### src/rtl/fbscan_pkg.sv
package fbscan_pkg;

  typedef struct packed {
    logic [7:0] r;
    logic [7:0] g;
    logic [7:0] b;
  } rgb_t;

  // 3-bit channel to 8-bit intensity, non-linear weights
  function automatic logic [7:0] wexp3(input logic [2:0] c);
    return (c[0] ? 8'd33 : 8'd0) + (c[1] ? 8'd71 : 8'd0) + (c[2] ? 8'd151 : 8'd0);
  endfunction

  // 2-bit channel to 8-bit intensity
  function automatic logic [7:0] wexp2(input logic [1:0] c);
    return (c[0] ? 8'd71 : 8'd0) + (c[1] ? 8'd151 : 8'd0);
  endfunction

endpackage

### src/rtl/fbscan_addr_gen.sv
module fbscan_addr_gen #(
  parameter int X_W      = 9,
  parameter int Y_W      = 8,
  parameter int WIDTH_PX = 304,
  localparam int ADDR_W  = X_W - 1 + Y_W
) (
  input  logic              clk,
  input  logic              rst_n,
  input  logic              pix_valid,
  input  logic [X_W-1:0]    pix_x,
  input  logic [Y_W-1:0]    pix_y,
  output logic              rd_en,
  output logic [ADDR_W-1:0] rd_addr,
  output logic              nib_sel
);
  localparam logic [X_W-1:0] WIDTH_L = X_W'(WIDTH_PX);

  always_comb begin
    rd_en   = pix_valid && (pix_x < WIDTH_L);
    rd_addr = {pix_x[X_W-1:1], pix_y};
    nib_sel = pix_x[0];
  end

  // a read is never requested for a column beyond the visible width
  a_r1_rd_bound: assert property (@(posedge clk) disable iff (!rst_n)
    rd_en |-> (pix_valid && pix_x <= WIDTH_L - 1'b1));

endmodule

### src/rtl/fbscan_palette.sv
module fbscan_palette #(
  parameter int N_ENT  = 16,
  parameter int CODE_W = 8,
  localparam int IDX_W = $clog2(N_ENT)
) (
  input  logic              clk,
  input  logic              rst_n,
  input  logic              we,
  input  logic [IDX_W-1:0]  widx,
  input  logic [CODE_W-1:0] wdata,
  input  logic [IDX_W-1:0]  ridx,
  output logic [CODE_W-1:0] rdata
);
  logic [CODE_W-1:0] tbl [N_ENT];

  always_ff @(posedge clk or negedge rst_n) begin
    if (!rst_n) begin
      for (int i = 0; i < N_ENT; i++) tbl[i] <= '0;
    end else if (we) begin
      tbl[widx] <= wdata;
    end
  end

  assign rdata = tbl[ridx];

  // a write lands in the addressed entry
  a_r3_write_lands: assert property (@(posedge clk) disable iff (!rst_n)
    (we && ridx == widx) |=> (tbl[$past(widx)] == $past(wdata)));

endmodule

### src/rtl/fbscan_expand.sv
module fbscan_expand
  import fbscan_pkg::*;
(
  input  logic       clk,
  input  logic       rst_n,
  input  logic [7:0] code,
  output rgb_t       color
);
  logic [7:0] ch3 [2];

  for (genvar c = 0; c < 2; c++) begin : g_ch3
    assign ch3[c] = wexp3(code[3*c+2 : 3*c]);
  end

  always_comb begin
    color.r = ch3[0];
    color.g = ch3[1];
    color.b = wexp2(code[7:6]);
  end

  // both blue bits give the top blue level, no blue bits give zero
  a_r5_blue_ends: assert property (@(posedge clk) disable iff (!rst_n)
    (code[7:6] == 2'b11 |-> color.b == 8'd222) and (code[7:6] == 2'b00 |-> color.b == 8'd0));

endmodule

### src/rtl/fbscan_top.sv
module fbscan_top
  import fbscan_pkg::*;
#(
  parameter int X_W      = 9,
  parameter int Y_W      = 8,
  parameter int WIDTH_PX = 304,
  parameter int N_ENT    = 16,
  localparam int ADDR_W  = X_W - 1 + Y_W,
  localparam int IDX_W   = $clog2(N_ENT)
) (
  input  logic              clk,
  input  logic              rst_n,
  input  logic              pix_valid,
  input  logic [X_W-1:0]    pix_x,
  input  logic [Y_W-1:0]    pix_y,
  output logic              mem_rd_en,
  output logic [ADDR_W-1:0] mem_addr,
  input  logic [7:0]        mem_rdata,
  input  logic              pal_we,
  input  logic [IDX_W-1:0]  pal_idx,
  input  logic [7:0]        pal_data,
  output logic              rgb_valid,
  output logic [7:0]        rgb_r,
  output logic [7:0]        rgb_g,
  output logic [7:0]        rgb_b
);
  logic nib_sel_c;
  logic s1_valid, s1_active, s1_nib;
  logic [IDX_W-1:0] nib;
  logic [7:0] code;
  rgb_t color, out_q;

  fbscan_addr_gen #(.X_W(X_W), .Y_W(Y_W), .WIDTH_PX(WIDTH_PX)) u_addr (
    .clk(clk), .rst_n(rst_n), .pix_valid(pix_valid), .pix_x(pix_x), .pix_y(pix_y),
    .rd_en(mem_rd_en), .rd_addr(mem_addr), .nib_sel(nib_sel_c)
  );

  // stage 1: align position info with the one-cycle memory return
  always_ff @(posedge clk or negedge rst_n) begin
    if (!rst_n) begin
      s1_valid  <= 1'b0;
      s1_active <= 1'b0;
      s1_nib    <= 1'b0;
    end else begin
      s1_valid  <= pix_valid;
      s1_active <= mem_rd_en;
      s1_nib    <= nib_sel_c;
    end
  end

  // even column = high nibble, odd column = low nibble
  assign nib = s1_nib ? mem_rdata[3:0] : mem_rdata[7:4];

  fbscan_palette #(.N_ENT(N_ENT), .CODE_W(8)) u_pal (
    .clk(clk), .rst_n(rst_n), .we(pal_we), .widx(pal_idx), .wdata(pal_data),
    .ridx(nib), .rdata(code)
  );

  fbscan_expand u_exp (.clk(clk), .rst_n(rst_n), .code(code), .color(color));

  // stage 2: registered output, blanked outside the active area
  always_ff @(posedge clk or negedge rst_n) begin
    if (!rst_n) begin
      rgb_valid <= 1'b0;
      out_q     <= '0;
    end else begin
      rgb_valid <= s1_valid;
      out_q     <= s1_active ? color : '0;
    end
  end

  assign rgb_r = out_q.r;
  assign rgb_g = out_q.g;
  assign rgb_b = out_q.b;

  // a read request becomes a valid pixel two edges later
  a_r6_read_to_stage: assert property (@(posedge clk) disable iff (!rst_n)
    mem_rd_en |=> s1_active);
  a_r6_stage_to_out: assert property (@(posedge clk) disable iff (!rst_n)
    s1_active |=> rgb_valid);
  // no color leaves the block without a valid flag
  a_r7_blank_out: assert property (@(posedge clk) disable iff (!rst_n)
    !rgb_valid |-> (rgb_r == 8'd0 && rgb_g == 8'd0 && rgb_b == 8'd0));

endmodule

### config.mk
export PLATFORM = sky130hd
export DESIGN_NAME = fbscan_top
export DESIGN_NICKNAME = d
export VERILOG_FILES = /design/src/rtl/fbscan_pkg.sv /design/src/rtl/fbscan_addr_gen.sv /design/src/rtl/fbscan_palette.sv /design/src/rtl/fbscan_expand.sv /design/src/rtl/fbscan_top.sv
export SDC_FILE = /design/constraint.sdc
export NUM_CORES = 1
export LEC_CHECK = 0
export CAP_MARGIN = 20
export CORE_AREA = 10 10 177 96
export CTS_CLUSTER_SIZE = 20
export DETAILED_ROUTE_END_ITERATION = 10
export DIE_AREA = 0 0 187 106
export PLACE_DENSITY = 0.76
export SYNTH_ARGS = -nofsm -noshare
export SYNTH_HDL_FRONTEND = slang
export SYNTH_SLANG_ARGS = --single-unit
### constraint.sdc
create_clock -name clk -period 2.66 [get_ports clk]
set_input_delay 0.399 -clock clk [delete_from_list [all_inputs] [get_ports clk]]
set_output_delay 0.399 -clock clk [all_outputs]
set_load 0.005 [all_outputs]
* Word level (Yosys, flattened, before mapping)
Index checks and enable logic that the tools add are counted.
** Word-level totals
- Register bits :: 156
- Input port bits :: 41
- Output and inout bits :: 42
- Word-level logic and storage cells :: 52
** Cells by class
- $add $sub $neg :: 5
- $lt $le $gt $ge :: 4
- Mux-type cells :: 16
- Bitwise operators :: 2
- Reductions and logical operators :: 2
** Operator list (count)
- 128-bit bitwise mux :: 1
- 8-bit two-way mux :: 6
- 8-bit adder :: 5
- 8-bit binary-select mux with 4-bit select :: 1
- 8-bit demux with 4-bit select :: 1
- 24-bit two-way mux :: 1
- 7-bit two-way mux :: 3
- 6-bit two-way mux :: 2
- 5-bit >= comparator, second input constant :: 2
- 4-bit NOT with 5-bit output :: 2
- 9-bit < comparator, second input constant :: 1
- 5-bit by 1-bit < comparator with 1-bit output, second input constant :: 1
- 4-bit two-way mux :: 1
- 1-bit logical AND :: 2

* Longest topological paths before layout
- Word-level depth :: 9
- Mapped depth :: 10
- Depth with buffers taken out :: 8

* Cells and area by module
Synthesis repeated with hierarchy kept, for this count alone.
** Second synthesis, totals
- Cells, all modules :: 479
- Area, all modules :: 7307.0 µm²
** By module, submodules not included
- fbscan_palette :: instances 1, cells an instance 365, area each 5915.7 µm², sequential area each 3203.1 µm²
- fbscan_top :: instances 1, cells an instance 58, area each 940.9 µm², sequential area each 700.7 µm²
- fbscan_expand :: instances 1, cells an instance 37, area each 302.8 µm², sequential area each 0.0 µm²
- fbscan_addr_gen :: instances 1, cells an instance 19, area each 147.6 µm², sequential area each 0.0 µm²

* Least setup slack after synthesis
OpenSTA, ideal clock, no wires.
- Kind :: reg2reg
- Start point :: register s1_nib
- End point :: register out_q, in the netlist rgb_r[1]
- Library setup time :: 119 ps
- Arrival time :: 2828 ps
- Required time :: 2541 ps
- Setup slack :: -287 ps
- Cell stages (with the launch flop) :: 11
- Buffers on the path :: 2
- Period minus slack after synthesis :: 2947 ps
- Cell sequence :: dfrtp_1 > buf_6 > mux2_4 > buf_2 > mux4_2 > nand2_1 > and4_1 > fa_1 > inv_1 > fa_1 > and2_1
** Between the ends
- Cells in the longest elaborated chain, start to end :: 9
- Elaborated cells on any way between the ends :: 11
- Classes of those cells :: add/sub (2); mux (8); bitwise (1)
** RTL lines
- start: declaration :: RTL line fbscan_top.sv:28 : logic s1_valid, s1_active, s1_nib;
- start signal: assignment :: RTL line fbscan_top.sv:47 : s1_nib <= nib_sel_c;
- 4-bit two-way mux (*) :: RTL line fbscan_top.sv:52 : assign nib = s1_nib ? mem_rdata[3:0] : mem_rdata[7:4];
- 4-bit NOT with 5-bit output (implied by the code) (*) :: RTL line fbscan_palette.sv:24 : assign rdata = tbl[ridx];
- 8-bit binary-select mux with 4-bit select (*) :: RTL line fbscan_palette.sv:24
- 8-bit two-way mux (implied by the code) (*) (2 in a row) :: RTL line fbscan_palette.sv:24
- 6-bit two-way mux / 7-bit two-way mux (equally long branches) :: RTL line fbscan_pkg.sv:11 : return (c[0] ? 8'd33 : 8'd0) + (c[1] ? 8'd71 : 8'd0) + (c[2] ? 8'd151 : 8'd0);
- 8-bit adder :: RTL line fbscan_pkg.sv:11
- 8-bit adder (*) :: RTL line fbscan_pkg.sv:11
- 24-bit two-way mux (*) :: RTL line fbscan_top.sv:68 : out_q <= s1_active ? color : '0;
- end signal: assignment :: RTL line fbscan_top.sv:68
- end: declaration :: RTL line fbscan_top.sv:31 : rgb_t color, out_q;
Every way passes the cells marked *; elsewhere a longest branch is shown, timed or not. The select of a mux whose other input is x is not followed.
A chain may end at the register's enable or synchronous reset.

* Final worst setup path
Ends and elaborated chain as after synthesis.

==> summary.md <==
| Metric | Value |
|---|---|
| Status | `finished, violations left` |
| Failing checks | `setup timing` |
| Post-Syn Area | `6970 sq um` |
| All-Layer GR Usage | `18.6%` |
| Cell accounting for the most synthesized area | `dfrtp_1` |
| Fin crit share | `105%` |
| Slew at the pin closest to its max-slew limit | `0.779 ns` |
| Post-synth ARST share | `100%` |
| Mapped Nets | `516` |
| Worst path slowest cell | `fa_2` |
| Starting density of the core | `49.6%` |
| CP endpoint kind | `flop` |
| Post-Place Cell Area | `8090 sq um` |
| I/O Pins | `83` |
| Number of buffers created by CTS | `17` |
| Final Hold Vio Count | `0` |
| Cell Rows | `31` |
| # DRC | `0` |
| Cells after synthesis | `465` |
| DRT iter0 DRCs | `326` |
| Post-synth top flop | `dfrtp_1` |
| Clock Latency Late Sink | `0.42 ns` |
| Area growth syn-to-layout | `28.9%` |
| Peak VDD IR | `0.529 mV` |
| Avg WL per Cell | `22.7 microns` |
| Gpl congestion | `0.843` |
| Fin cells | `790` |
| Largest net degree at the start of global routing | `81` |
| Worst slew margin | `48.0%` |
| Crit path DAT | `3.16 ns` |
| Unique masters post-synth | `34` |
| Synthesized area per cell | `15.0 sq um` |
| Clk_skew | `0.00654 ns` |
| Final Hold Slack | `0.0467 ns` |
| Maxcap violations | `0` |
| Util after Layout | `63.9%` |
| First-pass iteration count of the detailed router | `4` |
| WS Path Type | `reg2reg` |
| DP Cell Count | `739` |
| Htree depth | `4` |
| Number of synthesized flops with an enable pin | `0` |
| HPWL Detailed | `12,300 microns` |
| Syn. warnings | `0` |
| Die H | `106 microns` |
| TritonCTS clock tree | `done` |
| Clk buf depth | `2` |
| Max stage delay on crit path | `0.50 ns` |
| Max-slew violations | `0` |
| First-pass GRT wire length | `28,700 microns` |
| Critical path launch point type | `flop` |
| I/O Buffers | `59` |
| PnR worst setup slack | `-0.140 ns` |
| Endpoints failing setup | `6` |
| Worst path cell trace | `mux2_4 -> clkbuf_16 -> mux4_2 -> nand2_1 -> and4_4 -> fa_2 -> inv_2 -> fa_2 -> and2_1` |
| HP Class | `in2async` |
| Die width | `187 microns` |
| Initial antenna violation count | `0` |
| Max FO, Critical Path | `6` |
| Vias in the first global route | `4,914` |
| Worst EP required | `3.02 ns` |
| ANT cells | `0` |
| PD cells | `783 nW/um^2` |
| Post-detailed-route count of antenna-violating nets | `0` |
| #FFs+latches synth | `151` |
| DR vias | `4,485` |
| Non-Filler Cell Area, Final | `8980 sq um` |
| Clock tree sinks | `151` |
| Max Clock Freq | `357 MHz` |
| Clock root buffer | `clkbuf_16` |
| RSZ-0062 raised after global routing | `yes` |
| Tmin final | `2.80 ns` |
| Core box area | `14,000 sq um` |
| P_leak | `3.86 nW` |
| Crit path top cell by count | `fa_2` |
| Routed WL | `18,000 microns` |
| Worst-path clk slew | `0.06 ns` |
| Sequential area share after synthesis | `54.2%` |
| Setup_tns | `-0.343 ns` |
| Share of cells above drive strength 1 | `51.4%` |
| # nets final | `630` |
| Top Family by Delay on Critical Path | `multiplexers` |
| Vias per inst | `5.68` |
| Die Area | `19,800 sq um` |
| GR Overflow Total | `0` |
| Top cell type's share of synthesized area | `54.2%` |
| Bufs and invs on worst path | `2` |
| Synth area leaders | `dfrtp_1 54%, mux2_2 21%, mux4_2 10%` |
placed cells by master, fill, tap and decap left out, types with 6 or more instances in the layout:
cell,synthesis,routed
dfrtp_1,151,151
mux2_2,128,128
buf_4,22,61
clkdlybuf4s50_1,0,58
mux4_2,32,32
nand2_1,30,25
clkbuf_16,0,18
nor2_1,12,11
and2_1,9,9
buf_6,2,9
buf_12,0,7
nand3_1,6,6
a22oi_2,1,6
worst paths after layout:
kind	start	to	slack, ns	cells past startpoint
max	s1_nib	rgb_r[1]	-0.14	9
min	rst_n	u_pal.tbl[66]	0.05	1
max reg2reg	s1_nib	rgb_r[1]	-0.14	9
min reg2reg	s1_valid	rgb_valid	0.35	0
max in group asynchronous	rst_n	u_pal.tbl[94]	1.91	2
min in group clk	s1_valid	rgb_valid	0.35	0
cell usage after synthesis (all sizes together) (4+ instances only):
cell type,n
nand3,6
and2,9
mux4,32
nor3b,4
buf,27
inv,5
clkbuf,15
fa,8
nand2,30
mux2,129
a22oi,7
dfrtp,151
nor2,12
what timing repair did:
action,CTS,global route
buffers inserted,10,7
pin swaps,3,7
hold buffers,0,0
endpoints found under the setup margin,8,10
cloned,1,1
resized for setup,11,16
area by class of cell:
class                      count  area, sq um
fill                        1028         5060
sequential                   151         3780
multi-input combinational    267         3020
timing repair buffer         137         1330
clock buffer                  18          439
tap                          198          248
clock inverter                14          140
inverter                       5         18.8
where the power goes:
part           leakage (nW)  total [mW]  internal [mW]  switching (mW)
registers              1.88        3.07           2.80           0.271
logic                  1.71        1.60          0.985           0.615
clock network         0.280        2.36           1.34            1.02
total                  3.86        7.03           5.12            1.91
kinds of logic (layout without fill, tap and decap cells):
| logic type | count (synthesis) | in the layout | share of synthesized area [%] |
|---|---|---|---|
| mux | 162 | 162 | 31.4 |
| flops | 151 | 151 | 54.2 |
| simple gates | 73 | 73 | 5.39 |
| compound gates | 21 | 21 | 2.26 |
| other cells | 1 | 1 | 0.0538 |
| fa+ha+maj | 10 | 10 | 2.66 |
| buf+inv | 47 | 174 | 3.99 |
sequential cells by signal (all words and copies together) (netlist names):
signal / flops
rgb_b: 5
rgb_g: 7
rgb_r: 7
rgb_valid: 1
s1_active: 1
s1_nib: 1
s1_valid: 1
u_pal.tbl: 128
worst reg2reg max path: stages, from the launching register on:
cell       delay [ns]
dfrtp_1          0.44
mux2_4           0.39
clkbuf_16        0.19
mux4_2           0.43
nand2_1          0.10
and4_4           0.29
fa_2             0.25
inv_2            0.04
fa_2             0.50
and2_1           0.11
stage by stage:
step	setup WS, ns	total power [mW]
6_report	-0.140	7.03
5_1_grt	-0.232	7.34
4_1_cts	-0.127	7.00
3_5_place_dp	-0.489	4.59
3_3_place_gp	-0.472	4.49
2_1_floorplan	-0.0888	3.97
per-layer routing:
layer | wire length [microns] | share of wire [%] | GRT usage [%] | vias to the layer above
met3 | 1280 | 7.1 | 4.63 | 16
li1 | - | - | - | 1909
met5 | 0 | 0 | 0 | -
met2 | 7950 | 44 | 27.9 | 144
met1 | 8600 | 48 | 26.4 | 2416
met4 | 131 | 0.73 | 4.75 | 0
(Power assumes the default switching activity.)
